$ cat src/rtl/flash_page_pkg.sv
// Shared constants for the paged flash window translator.
// Assumes a 16-bit CPU bus split into four 16K quarters.
package flash_page_pkg;
    localparam int CPU_W   = 16;
    localparam int PAGE_W  = 6;
    localparam int OFF_W   = CPU_W - 2;
    localparam int XA_W    = PAGE_W + OFF_W;

    localparam logic [PAGE_W-1:0] PG_FIX_LO    = 6'h3E;
    localparam logic [PAGE_W-1:0] PG_FIX_HI    = 6'h3F;
    localparam logic [PAGE_W-1:0] PG_FLASH_MIN = 6'h30;

    typedef enum logic [1:0] {
        Q_LOW   = 2'b00,
        Q_FIXLO = 2'b01,
        Q_PAGED = 2'b10,
        Q_FIXHI = 2'b11
    } quarter_e;
endpackage

$ cat src/rtl/page_reg.sv
// Page register with plain write, far-call load and far-return restore.
// Assumes the caller supplies the popped value on ret_page with far_ret.
module page_reg
    import flash_page_pkg::*;
#(
    parameter int PW = PAGE_W
) (
    input  logic          clk,
    input  logic          rst_n,
    input  logic          page_wr,
    input  logic          far_call,
    input  logic [PW-1:0] page_wdata,
    input  logic          far_ret,
    input  logic [PW-1:0] ret_page,
    output logic [PW-1:0] page_q,
    output logic [PW-1:0] save_page
);
    // Register update: restore wins over write or call.
    always_ff @(posedge clk) begin
        if (!rst_n)
            page_q <= '0;
        else if (far_ret)
            page_q <= ret_page;
        else if (page_wr || far_call)
            page_q <= page_wdata;
    end

    // The outgoing page is whatever is held before the edge.
    assign save_page = page_q;

    assert_reset_page_R1: assert property (@(posedge clk) disable iff (!rst_n)
        $past(!rst_n) |-> page_q == '0);
    assert_write_load_R2: assert property (@(posedge clk) disable iff (!rst_n)
        ((page_wr || far_call) && !far_ret) |=> page_q == $past(page_wdata));
    assert_ret_restore_R3: assert property (@(posedge clk) disable iff (!rst_n)
        far_ret |=> page_q == $past(ret_page));
endmodule

$ cat src/rtl/win_decode.sv
// Combinational CPU-to-extended address translation.
// Assumes page_q is stable for the whole access.
module win_decode
    import flash_page_pkg::*;
#(
    parameter int AW = CPU_W,
    parameter int PW = PAGE_W,
    localparam int OW = AW - 2,
    localparam int XW = PW + OW
) (
    input  logic [AW-1:0] cpu_addr,
    input  logic [PW-1:0] page_q,
    input  logic          flash_on,
    input  logic          fixed_lo_dis,
    output logic [XW-1:0] ext_addr,
    output logic          flash_hit,
    output logic          ext_hit
);
    quarter_e         quarter;
    logic [XW-1:0]    flat_addr;

    assign quarter   = quarter_e'(cpu_addr[AW-1:AW-2]);
    assign flat_addr = {{(XW-AW){1'b0}}, cpu_addr};

    // Pick the target page and the hit class for the current quarter.
    always_comb begin
        ext_addr  = flat_addr;
        flash_hit = 1'b0;
        ext_hit   = 1'b0;
        unique case (quarter)
            Q_LOW: ;
            Q_FIXLO: begin
                if (flash_on && !fixed_lo_dis) begin
                    ext_addr  = {PG_FIX_LO, cpu_addr[OW-1:0]};
                    flash_hit = 1'b1;
                end else
                    ext_hit = 1'b1;
            end
            Q_PAGED: begin
                ext_addr = {page_q, cpu_addr[OW-1:0]};
                if (flash_on && page_q >= PG_FLASH_MIN)
                    flash_hit = 1'b1;
                else
                    ext_hit = 1'b1;
            end
            Q_FIXHI: begin
                if (flash_on) begin
                    ext_addr  = {PG_FIX_HI, cpu_addr[OW-1:0]};
                    flash_hit = 1'b1;
                end else
                    ext_hit = 1'b1;
            end
            default: ;
        endcase
    end
endmodule

$ cat src/rtl/flash_page_xlate.sv
// Top: page register plus window decode for the paged flash map.
// Assumes the map controls are quasi-static configuration inputs.
module flash_page_xlate
    import flash_page_pkg::*;
#(
    parameter int AW = CPU_W,
    parameter int PW = PAGE_W,
    localparam int XW = PW + AW - 2
) (
    input  logic          clk,
    input  logic          rst_n,
    input  logic [AW-1:0] cpu_addr,
    input  logic          page_wr,
    input  logic          far_call,
    input  logic [PW-1:0] page_wdata,
    input  logic          far_ret,
    input  logic [PW-1:0] ret_page,
    input  logic          flash_on,
    input  logic          fixed_lo_dis,
    output logic [XW-1:0] ext_addr,
    output logic          flash_hit,
    output logic          ext_hit,
    output logic [PW-1:0] cur_page,
    output logic [PW-1:0] save_page
);
    logic [PW-1:0] page_q;

    // Holds the selected page and handles call/return traffic.
    page_reg #(.PW(PW)) u_page (
        .clk(clk), .rst_n(rst_n), .page_wr(page_wr), .far_call(far_call),
        .page_wdata(page_wdata), .far_ret(far_ret), .ret_page(ret_page),
        .page_q(page_q), .save_page(save_page)
    );

    // Translates each CPU address against the current page.
    win_decode #(.AW(AW), .PW(PW)) u_dec (
        .cpu_addr(cpu_addr), .page_q(page_q), .flash_on(flash_on),
        .fixed_lo_dis(fixed_lo_dis), .ext_addr(ext_addr),
        .flash_hit(flash_hit), .ext_hit(ext_hit)
    );

    assign cur_page = page_q;

    assert_flash_top_pages_R5: assert property (@(posedge clk) disable iff (!rst_n)
        flash_hit |-> ext_addr[XW-1:XW-2] == 2'b11);
    assert_exclusive_hits_R8: assert property (@(posedge clk) disable iff (!rst_n)
        $onehot0({flash_hit, ext_hit}));
    assert_flash_off_R8: assert property (@(posedge clk) disable iff (!rst_n)
        !flash_on |-> !flash_hit);
    assert_low_nohit_R10: assert property (@(posedge clk) disable iff (!rst_n)
        cpu_addr[AW-1:AW-2] == 2'b00 |-> (!flash_hit && !ext_hit));
    assert_paged_addr_R4: assert property (@(posedge clk) disable iff (!rst_n)
        cpu_addr[AW-1:AW-2] == 2'b10 |-> ext_addr[XW-1:XW-PW] == cur_page);
endmodule

$ cat config.mk
export PLATFORM = sky130hd
export DESIGN_NAME = flash_page_xlate
export DESIGN_NICKNAME = d
export VERILOG_FILES = /design/src/rtl/flash_page_pkg.sv /design/src/rtl/page_reg.sv /design/src/rtl/win_decode.sv /design/src/rtl/flash_page_xlate.sv
export SDC_FILE = /design/constraint.sdc
export NUM_CORES = 1
export LEC_CHECK = 0
export ABC_AREA = 1
export BUFFER_PORTS_ARGS = -buffer_cell sky130_fd_sc_hd__buf_4
export CELL_PAD_IN_SITES_DETAIL_PLACEMENT = 0
export CELL_PAD_IN_SITES_GLOBAL_PLACEMENT = 1
export CORE_AREA = 2 2 57 59
export DETAILED_ROUTE_END_ITERATION = 8
export DIE_AREA = 0 0 59 61
export HOLD_SLACK_MARGIN = 0.05
export PLACE_DENSITY_LB_ADDON = 0.1
export SLEW_MARGIN = 20
export SYNTH_ARGS = -nofsm -noshare
export SYNTH_HDL_FRONTEND = slang
export SYNTH_SLANG_ARGS = --single-unit
$ cat constraint.sdc
create_clock -name clk -period 0.9 [get_ports clk]
set_input_delay 0 -clock clk [delete_from_list [all_inputs] [get_ports clk]]
set_output_delay 0 -clock clk [all_outputs]
set_load 0.05 [all_outputs]
==> flow_metrics.py <==
metrics = {
    "outcome": {
        "outcome": "finished with violations",
        "violations": "setup timing",
    },
    "yosys": {
        "synth_top_family_by_area": "simple AND/OR/NAND/NOR gates",
        "synth_area_leaders": "buf_4, dfxtp_1, nand2_1",
        "yosysSeqAreaShare_pct": 20.9,
        "synth.avg_cell_area_um2": 6.06,
        "synth_xor_area_share_pct": 0,
        "synth_compound_area_share_pct": 9.57,
        "synth_commonest_cells": "nand2_1, buf_4, nand3_1",
        "async_flop_share_pct": 0,
        "ys_warn_count": 0,
        "yosys-mux-area-fraction_pct": 0,
        "synth_edf_count": 0,
        "synth_nets": 130,
        "synth-simple-area-share_pct": 36.3,
        "synth_most_common_cell": "nand2_1",
        "syn_inst": 95,
        "synth_top_area_cell": "buf_4",
        "yosysTopAreaCellShare_pct": 26.1,
        "synth.distinct_cells": 13,
        "ys.flop_type": "dfxtp_1",
        "synth-seq-cells": 6,
        "synth_fa_ha_area_share_pct": 0,
        "syn_area_um2": 576,
    },
    "final_layout": {
        "largest_reg_flops": 6,
        "top_register": "u_page.page_q",
        "layout-drive-gt1-share_pct": 53.5,
        "fill_cells": 323,
        "largestRegisters": "u_page.page_q x6",
        "synthToLayoutAreaGrowth_pct": 105,
        "seq_area_um2": 140,
        "multi_input_area_um2": 338,
        "fin_area_um2": 1180,
        "diodes": 0,
        "nets": 181,
    },
    "timing": {
        "finalCriticalPeriod_ns": 0.991,
        "fin_crit_sh_pct": 110,
        "drv_slew": 0,
        "hold_slack_ns": 0.0692,
        "skew_ns": 0,
        "tns_ns": -0.345,
        "worstMarginPinSlew_ns": 0.502,
        "setup_ws_ns": -0.0906,
        "slew_headroom_pct": 66.4,
        "clock.fmax_ghz": 1.01,
        "finalSetupViolCount": 8,
        "rsz0062_at_grt": "yes",
        "hold_viol": 0,
    },
    "floorplan": {
        "rows": 20,
        "start_util_pct": 19.5,
        "io_pins": 69,
        "die_area_um2": 3600,
        "die_w_um": 59,
        "core_area_um2": 2950,
        "die_h_um": 61,
    },
    "drt": {
        "vias": 719,
        "via_per_inst": 4.06,
        "dr.pass1.iters": 2,
        "wl_um": 1690,
        "drtAntennaViolNets": 0,
        "drc_errors": 0,
        "drt_iter0_drc": 5,
        "wl_per_cell_um": 9.53,
    },
    "clock_tree": {
        "cts_tree": "done",
        "clock-root-buffer": "clkbuf_4",
        "cts_max_level": 1,
        "clock-sinks": 6,
        "clock_latency_ns": 0.23,
        "clk_pin_slew_ns": 0.04,
        "clockBufferDepth": 2,
        "cts_made_buffers": 3,
    },
    "critical_path": {
        "cp_num_buf_inv": 2,
        "r2r-end": "u_page.page_q[4]",
        "r2r_cells": 4,
        "crit_chain": "buf_6, nand3_2, nand2_1, buf_6",
        "crit_type": "reg2out",
        "end_kind": "primary output",
        "crit_path_top_delay_cell": "dfxtp_4",
        "critPathLaunchType": "flip-flop",
        "path_common_cell": "buf_6",
        "worstSetupEndpoint": "ext_addr[18]",
        "r2r_start": "u_page.page_q[4]",
        "critical_path_arrival_ns": 0.99,
        "cpPeakStageDelay_ns": 0.35,
        "cp.required_ns": 0.90,
        "crit_start": "u_page.page_q[4]",
        "r2r_slack_ns": 0.06,
        "cp_max_fo": 4,
        "critical_path.top_delay_family": "flip-flops",
        "cp.depth": 4,
    },
    "power": {
        "internal_power_uw": 749,
        "netSwitchingFraction_pct": 45.8,
        "total_leakage_power_nw": 0.596,
        "combinationalPowerShare_pct": 60.8,
        "power_density_nw_per_um2": 1170,
        "switchingPower_uw": 633,
        "vdd_drop_max_mv": 0.308,
        "pwr-share-seq_pct": 22.3,
        "total_power_mw": 1.38,
        "p_clk_share_pct": 16.9,
    },
    "global_route": {
        "grt_pass1_vias": 655,
        "grt_antenna_before_repair": 0,
        "grtUsageTotal_pct": 9.59,
        "grt_remaining_overflow": 0,
        "grt_max_degree": 9,
        "grt_pass1_wl_um": 2610,
    },
    "min_path": {
        "min_path_type": "in2reg",
    },
    "placement": {
        "dpl-instance-area_um2": 862,
        "pre_cts_ws_ns": 0.0363,
        "io_buffers": 40,
        "dp_hpwl_um": 1360,
        "gp_congestion": 0.749,
    },
    "run": {
        "maxCapViolations": 0,
    },
}
[cells by family after synthesis]
group                  count (synthesis)
AND/OR/NAND/NOR                       49
buffers and inverters                 29
AO/OA/AOI/OAI                         11
flip-flops                             6
[metrics by stage]
step,std cells,utilization [%]
finish,177,40.0
global route,177,40.0
CTS,177,38.8
detailed placement,153,29.2
global placement,153,29.2
floorplan,95,-
[placed cells by master (no fill, tap or decap)]
cell type      Yosys  layout
dlygate4sd3_1      0      15
or2_2              1       1
nand3_4            0       1
buf_4             20      36
dfxtp_2            0       1
nand3_1            9       6
buf_8              0       1
nor2_4             1       1
nor2_1             6       6
inv_1              7       5
nand3b_1           1       1
buf_6              1      15
inv_2              1       1
dfxtp_4            0       5
inv_4              0       2
o21ai_2            0       4
nand2_2            0       1
a21oi_1            4       4
clkbuf_4           0       3
nand2_1           31      30
o21ai_4            0       3
nand3_2            0       2
[power by group through the flow]
stage | combinational (mW) | clock [mW] | sequential [mW]
final | 0.840 | 0.234 | 0.308
after floorplan | 0.490 | 0 | 0.376
after global routing | 0.885 | 0.265 | 0.312
after global placement | 0.586 | 0 | 0.309
after CTS | 0.823 | 0.250 | 0.310
after detailed placement | 0.586 | 0 | 0.309
[layer usage]
metal  vias up  track usage [%]  wire [µm]  share of wire [%]
li1        381                -          -                  -
met1       291             10.6        637                 38
met2        45             17.5        861                 51
met3         2             1.28        165                9.8
met4         0             5.84         21                1.2
met5         -                0          0                  0
[worst min-delay path, cell delays in order]
cell and delay, ns:
buf_4 0.07, nand2_1 0.04, nand2_1 0.05, nor2_1 0.04
nor2_1 0.07
[final cells by class]
type,instances,area share [%]
inverter,8,2.97
tap,33,3.50
timing repair buffer,67,51.2
clock buffer,3,1.91
sequential,6,11.9
multi-input combinational,60,28.6
[how the worst min path moves through the flow]
stage / slack [ns] / cells past startpoint / to / startpoint
final: 0.07 / 5 / u_page.page_q[3] / page_wdata[3]
after detailed placement: 0.0003 / 0 / ext_addr[11] / cpu_addr[11]
after global routing: 0.08 / 5 / u_page.page_q[2] / page_wdata[2]
after CTS: 0.07 / 5 / u_page.page_q[3] / page_wdata[3]
after floorplan: 0.11 / 2 / u_page.page_q[0] / rst_n
after global placement: 0.0003 / 0 / ext_addr[11] / cpu_addr[11]
[timing repair]
item	4_1_cts	5_1_grt
gates resized for setup	20	10
hold buffers	15	0
cloned	0	0
endpoints found under the setup margin	10	15
setup buffers	6	0
pin swaps	4	1
hold endpoints to repair	17	0
(Power assumes the default switching activity.)
